**src/rtl/pfd_cp_pkg.sv**
```systemverilog
package pfd_cp_pkg;
   typedef struct packed {
      logic ref_req;
      logic fb_req;
   } pfd_req_t;

   localparam int unsigned STEP_LOW  = 0;
   localparam int unsigned STEP_HIGH = 7;
endpackage

```
**src/rtl/pfd_rise_det.sv**
```systemverilog
module pfd_rise_det #(
   parameter int unsigned W = 2
) (
   input  logic         clk,
   input  logic         rst_n,
   input  logic [W-1:0] sig_in,
   output logic [W-1:0] rise
);
   logic [W-1:0] prev_q;

   for (genvar i = 0; i < W; i++) begin : g_bit
      always_ff @(posedge clk or negedge rst_n) begin
         if (!rst_n) prev_q[i] <= 1'b0;
         else        prev_q[i] <= sig_in[i];
      end
      assign rise[i] = sig_in[i] & ~prev_q[i];
   end
endmodule

```
**src/rtl/pfd_req_ctrl.sv**
```systemverilog
module pfd_req_ctrl
   import pfd_cp_pkg::*;
#(
   parameter int unsigned MIN_OVL = 3
) (
   input  logic     clk,
   input  logic     rst_n,
   input  logic     ref_edge,
   input  logic     fb_edge,
   output pfd_req_t req
);
   localparam int unsigned CNT_W = (MIN_OVL > 1) ? $clog2(MIN_OVL) : 1;
   localparam logic [CNT_W-1:0] LAST = CNT_W'(MIN_OVL - 1);

   pfd_req_t         req_q;
   logic [CNT_W-1:0] ovl_q;
   logic             both;

   assign both = req_q.ref_req & req_q.fb_req;

   always_ff @(posedge clk or negedge rst_n) begin
      if (!rst_n) begin
         req_q <= '0;
         ovl_q <= '0;
      end else if (both) begin
         if (ovl_q == LAST) begin
            req_q <= '0;
            ovl_q <= '0;
         end else begin
            ovl_q <= ovl_q + 1'b1;
         end
      end else begin
         req_q.ref_req <= req_q.ref_req | ref_edge;
         req_q.fb_req  <= req_q.fb_req  | fb_edge;
      end
   end

   assign req = req_q;
endmodule

```
**src/rtl/pfd_cur_map.sv**
```systemverilog
module pfd_cur_map
   import pfd_cp_pkg::*;
#(
   parameter int unsigned CUR_LEVELS = 16,
   parameter int unsigned CW         = 4
) (
   input  logic          clk,
   input  logic          rst_n,
   input  logic [CW-1:0] code_in,
   output logic [CW-1:0] code_out
);
   logic [CW-1:0] mapped;

   if (CUR_LEVELS == 2) begin : g_two
      assign mapped = code_in[0] ? CW'(STEP_HIGH) : CW'(STEP_LOW);
   end else begin : g_full
      assign mapped = code_in;
   end

   always_ff @(posedge clk or negedge rst_n) begin
      if (!rst_n) code_out <= '0;
      else        code_out <= mapped;
   end
endmodule

```
**src/rtl/pfd_cp_ctrl.sv**
```systemverilog
module pfd_cp_ctrl
   import pfd_cp_pkg::*;
#(
   parameter int unsigned MIN_OVL    = 3,
   parameter int unsigned CUR_LEVELS = 16,
   parameter int unsigned CW         = 4
) (
   input  logic          clk,
   input  logic          rst_n,
   input  logic          ref_pulse,
   input  logic          fb_pulse,
   input  logic          pol_inv,
   input  logic [CW-1:0] cur_code,
   output logic          pump_up,
   output logic          pump_dn,
   output logic          pump_hiz,
   output logic [CW-1:0] cur_set
);
   if (MIN_OVL < 1) begin : g_bad_ovl
      $error("MIN_OVL must be at least 1");
   end
   if (CUR_LEVELS != 2 && CUR_LEVELS != 16) begin : g_bad_lvl
      $error("CUR_LEVELS must be 2 or 16");
   end
   if (CW < 4) begin : g_bad_cw
      $error("CW must be at least 4");
   end

   logic [1:0] edges;
   pfd_req_t   req;

   pfd_rise_det #(.W(2)) u_edge (
      .clk    (clk),
      .rst_n  (rst_n),
      .sig_in ({ref_pulse, fb_pulse}),
      .rise   (edges)
   );

   pfd_req_ctrl #(.MIN_OVL(MIN_OVL)) u_req (
      .clk      (clk),
      .rst_n    (rst_n),
      .ref_edge (edges[1]),
      .fb_edge  (edges[0]),
      .req      (req)
   );

   pfd_cur_map #(.CUR_LEVELS(CUR_LEVELS), .CW(CW)) u_cur (
      .clk      (clk),
      .rst_n    (rst_n),
      .code_in  (cur_code),
      .code_out (cur_set)
   );

   assign pump_up  = pol_inv ? req.fb_req  : req.ref_req;
   assign pump_dn  = pol_inv ? req.ref_req : req.fb_req;
   assign pump_hiz = ~(req.ref_req | req.fb_req);
endmodule

```
**config.mk**
```make
export PLATFORM = sky130hd
export DESIGN_NAME = pfd_cp_ctrl
export DESIGN_NICKNAME = d
export VERILOG_FILES = /design/src/rtl/pfd_cp_pkg.sv /design/src/rtl/pfd_rise_det.sv /design/src/rtl/pfd_req_ctrl.sv /design/src/rtl/pfd_cur_map.sv /design/src/rtl/pfd_cp_ctrl.sv
export SDC_FILE = /design/constraint.sdc
export NUM_CORES = 1
export LEC_CHECK = 0
export CAP_MARGIN = 20
export CORE_AREA = 2 2 39 41
export DETAILED_ROUTE_END_ITERATION = 7
export DIE_AREA = 0 0 41 43
export DONT_BUFFER_PORTS = 1
export GPL_TIMING_DRIVEN = 0
export HOLD_SLACK_MARGIN = 0.15
export SETUP_SLACK_MARGIN = 0.4
export SLEW_MARGIN = 15
export SYNTH_ARGS = -nofsm -noshare
export SYNTH_HDL_FRONTEND = slang
export SYNTH_HIERARCHICAL = 1
export SYNTH_SLANG_ARGS = --single-unit
```
**constraint.sdc**
```tcl
create_clock -name clk -period 1.1 [get_ports clk]
set_clock_uncertainty 0.2 [all_clocks]
set_input_delay 0.11 -clock clk [delete_from_list [all_inputs] [get_ports clk]]
set_output_delay 0.11 -clock clk [all_outputs]
set_load 0.01 [all_outputs]
```
# Word-level counts from Yosys, hierarchy flattened
# Cells that the tools add are included.
# W data, S select, Z words.
[word_totals]
word_cells = 23
ff_bits = 10
[op_classes]
bitwise = 9
n_eq_ne = 2
add_sub_neg = 1
n_mux = 5
[op_table]
columns = ["operator", "n"]
rows = [
  ["$mux W2", 3],
  ["$and A1 B1 Y1", 3],
  ["$not A1 Y1", 3],
  ["$or A1 B1 Y1", 3],
  ["$add A2 B1 Y2 const B", 1],
  ["$eq A2 B2 Y1 const B", 1],
  ["$mux W1", 2],
  ["$ne A2 B2 Y1 const B", 1],
]

# Longest topological paths before layout
[logic_depth]
depth_word = 4
ltp_mapped = 2

# Modules after synthesis
# Netlist, hierarchy kept.
[by_module_without_submodules]
columns = ["mod", "cells_per_inst", "instances", "seq_area_each_um2", "area_each_um2"]
rows = [
  ["pfd_req_ctrl", 12, 1, 100.1, 170.2],
  ["pfd_cur_map", 4, 1, 100.1, 100.1],
  ["pfd_rise_det", 4, 1, 50.0, 77.6],
  ["pfd_cp_ctrl", 3, 1, 0.0, 26.3],
]

# Worst setup path after synthesis
# No wires, ideal clock.
[synth_path]
path_type = "reg2reg"
start = "register u_req.req_q (netlist bit u_req/req[1])"
end = "register u_req.ovl_q[0]"
stages_incl_launch_ff = 3
setup_slack_ns = -0.015
t_required_ns = 0.775
setup_time_ns = 0.125
n_path_buf = 0
period_less_slack_ns = 1.115
arrival_ns = 0.790
cell_sequence = "dfrtp_1 > nand2_2 > mux2_4"
[synth_via]
elab_chain_len = 1
[synth_lines]
columns = ["element", "line", "text"]
rows = [
  ["start, declared", "pfd_req_ctrl.sv:15", "pfd_req_t req_q;"],
  ["$and A1 B1 Y1", "pfd_req_ctrl.sv:19", "assign both = req_q.ref_req & req_q.fb_req;"],
  ["end signal, assigned", "pfd_req_ctrl.sv:30", "ovl_q <= ovl_q + 1'b1;"],
  ["end, declared", "pfd_req_ctrl.sv:16", "logic [CNT_W-1:0] ovl_q;"],
]
# No other way between the ends.
# A chain may end at the register's enable or synchronous reset.

# Worst setup path after layout
[layout_path]
start = "register u_req.req_q (netlist bit u_req/req[1])"
end = "output port pump_up"
[layout_via]
elab_chain_len = 1
[layout_lines]
columns = ["element", "line", "text"]
rows = [
  ["$mux W1", "pfd_cp_ctrl.sv:54", "assign pump_up = pol_inv ? req.fb_req : req.ref_req;"],
  ["end, declared", "pfd_cp_ctrl.sv:14", "output logic pump_up,"],
]
# No other way between the ends.

==> metrics.csv <==
metric,value,unit
status,finished with violations,
failing checks,"negative hold slack, negative setup slack",
Setup Viol. Count Final,7,
number of nets in the layout,44,
CTS tree,done,
Longest Clk Path Bufs,2,
proportion of register bits with asynchronous set or reset after synthesis,100,%
number of antenna-violating nets in the routed design,0,
initial core utilization,27.0,%
RSZ-0062 raised after global routing,true,
main flop type after synthesis,sky130_fd_sc_hd__dfrtp_1,
worst hold margin,-354,ps
wire length of the first global-routing pass,1190,µm
Max Clock Freq,782,MHz
Mapped Avg Cell Area,16.3,µm²
"CP delay by family, top",flip-flops,
wire per inst,13.5,µm
vias in the first global route,263,
top cell type by total area after synthesis,sky130_fd_sc_hd__dfrtp_1,
number of cells on the critical path,1,
number of antenna violations at the first check in global routing,0,
Power per Cell Area,2330,nW/µm²
number of buffers created by CTS,3,
Seq. cell area,250,µm²
setup TNS,-824,ps
critical path required time,790,ps
"Warnings, synthesis",6,
post-synth cell types,9,
sequential-to-total area share from yosys stat,66.9,%
number of buffers and inverters on the critical path,0,
startpoint types,register,
top-level port count,16,
Tot GR Track Use,11.0,%
clock sink count,10,
critical path start-end classification,register to output port,
vertical die dimension,43,µm
share of the synthesized area in the top cell type,66.9,%
max incr delay on CP,410,ps
antenna diode count,0,
root cell of the clock tree,sky130_fd_sc_hd__clkbuf_4,
area of the multi-input gates,136,µm²
number of hold buffers added after cts,5,
clock-pin slew on the worst setup and hold paths,60,ps
max-slew violation count,0,
share of final-layout standard cells stronger than drive strength 1,36.4,%
total length of routed wires,661,µm
number of failing hold endpoints at the final stage,16,
width of the die,41,µm
post-synthesis cell area,374,µm²
Max VDD drop,0.919,mV
"Worst Setup Slack, final",-179,ps
Vias per Instance,4.41,
largest net degree at the start of global routing,11,
Critical Path End,pump_up,
critical-path cell list,mux2_4,
number of remaining DRC errors,0,
synthesized flop and latch total,10,
count of H-tree levels built during CTS,1,
Max-cap violations,0,
"Period Utilization, post-route",116,%
layout overhead on the synthesized area,34.1,%
"Max FO, Critical Path",4,
Static Leak,0.251,nW
vias after detailed routing,216,
minimum setup slack among reg-to-reg paths,-150,ps
transition time at the pin with the least slew margin,430,ps
number of flops mapped to enable cells by yosys,0,
number of nets produced by synthesis,32,
most frequent cell after synthesis,sky130_fd_sc_hd__dfrtp_1,
type of the worst min-delay path,input port to async pin,
Port-buffer cells,0,
Clock Latency Late Sink,260,ps
area of the core region,1380,µm²
worst relative slew slack,71.4,%
number of standard cells after synthesis,23,
endpoint kind of the worst setup timing path,output port,
overall die area,1760,µm²
cells taking the most area after synthesis,"sky130_fd_sc_hd__dfrtp_1 (67%), sky130_fd_sc_hd__mux2_4 (8.0%), sky130_fd_sc_hd__nor2b_4 (7.4%)",
global route total overflow,0,
Critical-path top delay cell,sky130_fd_sc_hd__dfrtp_1,
timing startpoint of the critical path,u_req/req[1]$_DFFE_PN0P_,
number of rows created at floorplan,14,
global placer's final weighted congestion,0.710,
FF-to-FF Start,u_req/req[1]$_DFFE_PN0P_,
Layout fillers,131,
Detailed Routing Iterations Pass 1,1,
endpoint of the worst register-to-register path,u_req/ovl_q[1]$_DFFE_PN0P_,
Period minus WS final,1280,ps
CP Data Arrival Time,970,ps
1st-iter DRT viols,0,
Worst R2R Path Depth,3,
final cells by class:
class | count | area share (%)
Clock buffer | 3 | 4.49
Multi-Input combinational cell | 13 | 27.2
Tap cell | 16 | 3.99
Timing Repair Buffer | 7 | 14.5
Sequential cell | 10 | 49.9
per-layer routing:
| layer | vias up | routed length (µm) | track usage [%] |
|---|---|---|---|
| met5 | - | 0 | 0 |
| met4 | 0 | 28 | 10.0 |
| met3 | 4 | 28 | 3.66 |
| met2 | 5 | 398 | 16.6 |
| met1 | 110 | 206 | 11.2 |
| li1 | 97 | - | - |
per-stage QoR:
step	utilization [%]	area [µm²]	instances	setup WS [ps]	power (mW)
floorplan	-	374	23	-14.6	0.778
global placement	28.5	394	39	-37.5	0.806
detailed placement	28.5	394	39	-58.3	0.825
CTS	35.7	494	49	-194	1.17
global route	36.3	502	49	-213	1.24
finish	36.3	502	49	-179	1.17
state kept, by name, summed over array words and instances, names as in the netlist:
signal          count
u_edge/prev_q       2
u_req/req           2
u_cur/code_out      4
u_req/ovl_q         2
worst min-delay path by stage:
stage,start,endpoint,slack [ps],depth (start not counted)
detailed placement,rst_n,u_cur/code_out[3]$_DFF_PN0_,-390,0
CTS,ref_pulse,u_edge/prev_q[1]$_DFF_PN0_,-340,0
global route,fb_pulse,u_edge/prev_q[0]$_DFF_PN0_,-340,0
finish,rst_n,u_edge/prev_q[1]$_DFF_PN0_,-350,1
floorplan,rst_n,u_cur/code_out[0]$_DFF_PN0_,-390,0
global placement,rst_n,u_cur/code_out[2]$_DFF_PN0_,-390,0
placed cells by master (no fill, tap or decap), drive strengths merged:
master / instances
nor2b: 3
mux2: 4
dlymetal6s4s: 3
dlygate4sd3: 2
dfrtp: 10
o21a: 2
nor2: 2
clkbuf: 3
nand2: 1
buf: 2
nand4b: 1
where the power goes:
group          internal, mW  switching [mW]  leakage (nW)
sequential            0.448          0.0761         0.116
clock                 0.126           0.111        0.0138
combinational         0.254           0.152         0.121
total                 0.827           0.339         0.251
timing repair:
| item | 4_1_cts | 5_1_grt |
|---|---|---|
| endpoints found under the hold margin | 18 | 16 |
| setup buffers | 2 | 0 |
| resized for setup | 3 | 3 |
| setup endpoints to repair | 11 | 23 |
cell families (layout without fill, tap and decap cells):
family / after synthesis / count (layout) / share of synthesized area [%]
flip-flops: 10 / 10 / 66.9
AND/OR/NAND/NOR: 7 / 7 / 15.1
multiplexers: 4 / 4 / 14.0
AO/OA/AOI/OAI: 2 / 2 / 4.01
buffers and inverters: 0 / 10 / 0
Note: power is estimated with default switching activity, not from simulation.
